File: src/rtl/crcw_pkg.sv
package crcw_pkg;

    localparam int CRC_W      = 32;
    localparam int WORD_W_DEF = 64;
    localparam int BYTE_W     = 8;

    // How the bytes of an incoming word relate to message order
    typedef enum logic {
        ORDER_POLY   = 1'b0,   // already polynomial order: top byte first
        ORDER_LE_MEM = 1'b1    // loaded from little-endian memory: bottom byte first
    } word_order_e;

    typedef struct packed {
        logic [CRC_W-1:0] crc;
        logic             done;
    } crcw_result_t;

endpackage

File: src/rtl/crcw_byteorder.sv
module crcw_byteorder
    import crcw_pkg::*;
#(
    parameter int W = WORD_W_DEF
) (
    input  logic [W-1:0] din,
    input  word_order_e  order,
    output logic [W-1:0] dout
);
    localparam int NBYTES = W / BYTE_W;

    logic [W-1:0] reversed;

    // Mirror byte lanes; bits inside each lane keep their position
    for (genvar k = 0; k < NBYTES; k++) begin : g_lane
        assign reversed[k*BYTE_W +: BYTE_W] = din[(NBYTES-1-k)*BYTE_W +: BYTE_W];
    end

    assign dout = (order == ORDER_LE_MEM) ? reversed : din;

endmodule

File: src/rtl/crcw_clmul.sv
// Carry-less product of a and b; only bits [LO +: OW] of it are produced.
module crcw_clmul #(
    parameter int AW = 64,
    parameter int BW = 64,
    parameter int LO = 0,
    parameter int OW = AW + BW - 1
) (
    input  logic [AW-1:0] a,
    input  logic [BW-1:0] b,
    output logic [OW-1:0] p
);
    for (genvar j = 0; j < OW; j++) begin : g_bit
        localparam int N = LO + j;
        always_comb begin
            logic acc;
            acc = 1'b0;
            for (int i = 0; i < AW; i++) begin
                if ((N - i) >= 0 && (N - i) < BW) begin
                    acc = acc ^ (a[i] & b[N - i]);
                end
            end
            p[j] = acc;
        end
    end

endmodule

File: src/rtl/crcw_barrett.sv
// remainder = (dividend * x^32) mod (x^32 + poly), via two carry-less products
module crcw_barrett
    import crcw_pkg::*;
#(
    parameter int W = WORD_W_DEF
) (
    input  logic [W-1:0]     dividend,
    input  logic [W-1:0]     quot_const,
    input  logic [CRC_W-1:0] poly,
    output logic [CRC_W-1:0] remainder
);
    localparam int HI_W = W - 1;

    logic [HI_W-1:0] prod_hi;
    logic [W-1:0]    quotient;

    // Upper part of dividend * quot_const
    crcw_clmul #(.AW(W), .BW(W), .LO(W), .OW(HI_W)) u_est (
        .a (dividend),
        .b (quot_const),
        .p (prod_hi)
    );

    // Implicit x^W term of the constant adds the dividend itself
    assign quotient = {1'b0, prod_hi} ^ dividend;

    // The x^32 term of the generator only affects bits above the remainder
    crcw_clmul #(.AW(W), .BW(CRC_W), .LO(0), .OW(CRC_W)) u_fold (
        .a (quotient),
        .b (poly),
        .p (remainder)
    );

endmodule

File: src/rtl/crcw_engine.sv
module crcw_engine
    import crcw_pkg::*;
#(
    parameter int W = WORD_W_DEF
) (
    input  logic             clk,
    input  logic             rst,
    input  logic             in_valid,
    output logic             in_ready,
    input  logic [W-1:0]     in_data,
    input  logic             in_first,
    input  logic             in_last,
    input  logic             in_le,
    input  logic [CRC_W-1:0] init_crc,
    input  logic [CRC_W-1:0] gen_poly,
    input  logic [W-1:0]     quot_const,
    output logic [CRC_W-1:0] crc_out,
    output logic             crc_done
);
    localparam int PAD = W - CRC_W;

    logic             ready_q;
    crcw_result_t     res_q;
    logic             accept;
    logic [W-1:0]     ordered;
    logic [CRC_W-1:0] crc_base;
    logic [W-1:0]     dividend;
    logic [CRC_W-1:0] crc_next;
    word_order_e      order;

    assign order  = word_order_e'(in_le);
    assign accept = in_valid && ready_q;

    crcw_byteorder #(.W(W)) u_order (
        .din   (in_data),
        .order (order),
        .dout  (ordered)
    );

    assign crc_base = in_first ? init_crc : res_q.crc;

    if (PAD == 0) begin : g_narrow
        assign dividend = crc_base ^ ordered;
    end else begin : g_wide
        assign dividend = {crc_base, {PAD{1'b0}}} ^ ordered;
    end

    crcw_barrett #(.W(W)) u_reduce (
        .dividend   (dividend),
        .quot_const (quot_const),
        .poly       (gen_poly),
        .remainder  (crc_next)
    );

    always_ff @(posedge clk) begin
        if (rst) begin
            ready_q <= 1'b0;
            res_q   <= '0;
        end else begin
            ready_q    <= 1'b1;
            res_q.done <= accept && in_last;
            if (accept) begin
                res_q.crc <= crc_next;
            end
        end
    end

    assign in_ready = ready_q;
    assign crc_out  = res_q.crc;
    assign crc_done = res_q.done;

endmodule

File: config.mk
export PLATFORM = sky130hd
export DESIGN_NAME = crcw_engine
export DESIGN_NICKNAME = d
export VERILOG_FILES = /design/src/rtl/crcw_pkg.sv /design/src/rtl/crcw_byteorder.sv /design/src/rtl/crcw_clmul.sv /design/src/rtl/crcw_barrett.sv /design/src/rtl/crcw_engine.sv
export SDC_FILE = /design/constraint.sdc
export NUM_CORES = 2
export LEC_CHECK = 0
export BUFFER_PORTS_ARGS = -buffer_cell sky130_fd_sc_hd__buf_2
export CAP_MARGIN = 10
export CORE_MARGIN = 2
export CORE_UTILIZATION = 55
export CTS_BUF_LIST = sky130_fd_sc_hd__clkbuf_4
export DETAILED_ROUTE_END_ITERATION = 7
export PLACE_DENSITY = 0.84
export SYNTH_ARGS = -nofsm -noshare
export SYNTH_HDL_FRONTEND = slang
export SYNTH_HIERARCHICAL = 1
export SYNTH_SLANG_ARGS = --single-unit
File: constraint.sdc
create_clock -name clk -period 5 [get_ports clk]
set_clock_uncertainty 0.15 [all_clocks]
set_input_delay 0.25 -clock clk [delete_from_list [all_inputs] [get_ports clk]]
set_output_delay 0.25 -clock clk [all_outputs]
set_load 0.01 [all_outputs]
==> insert_results.sql <==
INSERT INTO impl_metrics (metric_group, metric, value, unit) VALUES
('critical_path', 'start_kind', 'register', ''),
('critical_path', 'critPathSlowestCell', 'dfxtp_1', ''),
('routing', 'avgViaCountPerCell', '6.290', ''),
('cts', 'clkLatencyLatePin', '0.36', 'ns'),
('grt', 'global_route.peak_usage_layer', 'met2', ''),
('layout', 'fin_nets', '5086', ''),
('critical_path', 'worst-setup-path-type', 'register to register', ''),
('placed_design', 'place_worst_setup_slack', '-0.1337', 'ns'),
('cts', 'cts.sink_count', '34', ''),
('floorplanning', 'top_level_ports', '232', ''),
('layout', 'number_of_cells_in_the_finished_layout_apart_from_fillers', '5671', ''),
('placed_design', 'post-dp-hpwl', '98330', 'um'),
('worst_hold_path', 'min_delay_worst_endpoint', 'in_ready', ''),
('synth', 'ys_warn_count', '6', ''),
('worst_hold_path', 'startpoint_of_the_tightest_hold_check_path', 'rst', ''),
('floorplanning', 'floorplan.die.width', '244.3', 'um'),
('grt', 'grt_pass1_vias', '33020', ''),
('grt', 'grt_pass1_wl', '217300', 'um'),
('worst_hold_path', 'min_path_cells', '2', ''),
('routing', 'drt-pass1-iter-count', '8', ''),
('floorplanning', 'rows', '88', ''),
('layout', 'layout-drive-gt1-share', '16.22', '%'),
('critical_path', 'cp_cell_sequence', 'mux2i_1 > xnor2_2 > buf_12 > buf_4 > nand2_1 > xnor2_1 > xnor2_1 > xnor2_1 > xnor3_1 > xnor2_1 > xor2_1 > buf_4 > nand2_1 > xnor2_1 > xnor2_1 > xnor2_1 > xnor2_1 > xnor2_2 > nand3_1 > a21oi_1', ''),
('critical_path', 'cp.buffers_inverters', '3', ''),
('cts', 'longest_clk_path_bufs', '2', ''),
('status', 'failing_checks', 'DRC', ''),
('layout', 'area_delta_synth_final', '11.78', '%'),
('floorplanning', 'initial_cell_density_of_the_core', '55.36', '%'),
('critical_path', 'crit-reg2reg-capture', 'crc_out[29]', ''),
('floorplanning', 'core_area', '57370', 'um2'),
('critical_path', 'critPathMaxStageDelay', '0.48', 'ns'),
('critical_path', 'rr_worst_depth', '20', ''),
('worst_hold_path', 'holdCritPathClass', 'input pin to register', ''),
('synth', 'synth_area', '31760', 'um2'),
('routing', 'detailed_router_s_first_iteration_violation_count', '7329', ''),
('sta', 'layout_worst_path_cycle_share', '99.02', '%'),
('routing', 'ant_nets', '0', ''),
('cts', 'clk_pin_slew_worst_paths', '0.12', 'ns'),
('routing', 'average_wire_length_per_cell_after_detail_routing', '27.12', 'um'),
('grt', 'grt_util_met3', '24.48', '%'),
('critical_path', 'r2r-start', 'crc_out[30]', ''),
('critical_path', 'regToRegSetupSlack', '0.05', 'ns'),
('critical_path', 'critPathMaxFanout', '19', ''),
('critical_path', 'critical_path.endpoint_type', 'register', ''),
('synth', 'synth_nets', '5049', ''),
('grt', 'track_usage', '48.68', '%'),
('grt', 'antenna_found_initial', '19', ''),
('floorplanning', 'fp.dieH', '244.3', 'um'),
('sta', 'max_slew.worst_pin.slew', '1.245', 'ns'),
('layout', 'final_instance_area', '35500', 'um2'),
('synth', 'synth_area_per_cell', '6.547', 'um2'),
('critical_path', 'timing.critical_path.required', '5.12', 'ns'),
('cts', 'clock_tree_from_tritoncts', 'built', ''),
('sta', 'final.setup.worst_slack', '0.04896', 'ns'),
('sta', 'finalHoldViolations', '0', ''),
('sta', 'timing.fmax', '202.0', 'MHz'),
('sta', 'fin_worst_hold_slack', '0.2716', 'ns'),
('placed_design', 'post_dp_cell_area', '34730', 'um2'),
('sta', 'post-route-min-period', '4.951', 'ns'),
('floorplanning', 'floorplan.die_area', '59680', 'um2'),
('critical_path', 'cp.arrival', '5.08', 'ns'),
('routing', 'wirelength', '153800', 'um'),
('grt', 'met1_resource_use_gr', '57.72', '%'),
('job', 'cap_violations', '0', ''),
('layout', 'filler_cell_count', '4948', ''),
('sta', 'relSlewSlack', '16.98', '%'),
('routing', 'route.vias.total', '35670', ''),
('placed_design', 'io_buffers', '230', ''),
('grt', 'met2_usage', '67.14', '%'),
('grt', 'grt_start_max_net_pins', '67', ''),
('grt', 'globalRouteOverflowTotal', '0', ''),
('placed_design', 'numPlacedInstances', '5611', ''),
('cts', 'cts_root_buf', 'clkbuf_4', ''),
('routing', 'drcViolationCount', '12', ''),
('status', 'run_status', 'finished with violations', ''),
('sta', 'finalMaxSlewViolations', '0', ''),
('critical_path', 'critical-path-top-delay-family', 'XOR/XNOR gates', ''),
('sta', 'setup-violations-final', '0', ''),
('cts', 'cts_inserted_buffers', '5', ''),
('critical_path', 'cpMostUsedCell', 'xnor2_1', ''),
('synth', 'syn_inst', '4851', ''),
('placed_design', 'globalplace.congestion', '1.051', ''),
('cts', 'htreeDepth', '2', '');
[per-stage QoR]
step / TNS (ns) / util [%]
after floorplan: 0 / -
after global placement: -0.2881 / 60.55
after detailed placement: -0.8624 / 60.55
after CTS: 0 / 60.71
after global routing: -0.07008 / 61.83
final: 0 / 61.88
[layout make-up]
cell class	count	area, um2	share of cell area, %
multi-input cells	4231	28470	80.19
repair buffers	615	5263	14.82
well taps	765	957.2	2.696
flip-flops and latches	34	685.7	1.931
clock buffers	7	52.55	0.1480
diodes	17	42.54	0.1198
clock inverters	1	30.03	0.08459
inverters	1	3.754	0.01057
[worst max path at each step]
| stage | from | to | slack (ns) | cells after the start |
|---|---|---|---|---|
| global route | crc_out[3] | crc_out[23] | -0.03 | 20 |
| floorplan | in_le | crc_out[25] | 0.28 | 22 |
| global placement | in_le | crc_out[18] | -0.09 | 23 |
| detailed placement | in_le | crc_out[18] | -0.13 | 24 |
| CTS | crc_out[31] | crc_out[18] | 0.12 | 21 |
| finish | crc_out[30] | crc_out[29] | 0.05 | 20 |
[metal layers]
metal | part of all wire [%] | up-vias | wire (um)
met5 | 0.14 | - | 214
met4 | 10 | 12 | 16040
met3 | 19 | 1467 | 29870
met2 | 38 | 3850 | 57740
met1 | 32 | 16010 | 49910
li1 | - | 14330 | -
[sequential cells by signal, summed over array words and instances (netlist names)]
register,flops
in_ready,1
crc_out,32
crc_done,1
[worst register-to-register path, stage by stage, from the launching register on]
cell	delay, ns
dfxtp_1	0.48
mux2i_1	0.18
xnor2_2	0.20
buf_12	0.25
buf_4	0.28
nand2_1	0.10
xnor2_1	0.16
xnor2_1	0.24
xnor2_1	0.18
xnor3_1	0.48
xnor2_1	0.33
xor2_1	0.19
buf_4	0.22
nand2_1	0.09
xnor2_1	0.23
xnor2_1	0.19
xnor2_1	0.17
xnor2_1	0.13
xnor2_2	0.32
nand3_1	0.13
a21oi_1	0.18
[cells in the final DEF, fill, tap and decap left out, types with 22 or more instances in the layout]
| cell type | n |
|---|---|
| buf_2 | 228 |
| mux2_4 | 60 |
| a21oi_1 | 25 |
| buf_4 | 285 |
| xnor2_2 | 39 |
| xor2_1 | 465 |
| xnor2_1 | 1408 |
| xnor3_1 | 56 |
| buf_12 | 89 |
| nand3_1 | 32 |
| nand2_1 | 2042 |
| mux2i_1 | 22 |
| dfxtp_1 | 30 |
[repair_timing]
action / 4_1_cts / 5_1_grt
hold buffers: 1 / 0
hold endpoints to repair: 1 / 0
endpoints found under the setup margin: 0 / 18
setup buffers: 0 / 30
resized for setup: 0 / 50
Power is left out: the tool's default activity adds up to more than one toggle a clock period on the data nets, which glitch-free logic cannot reach.
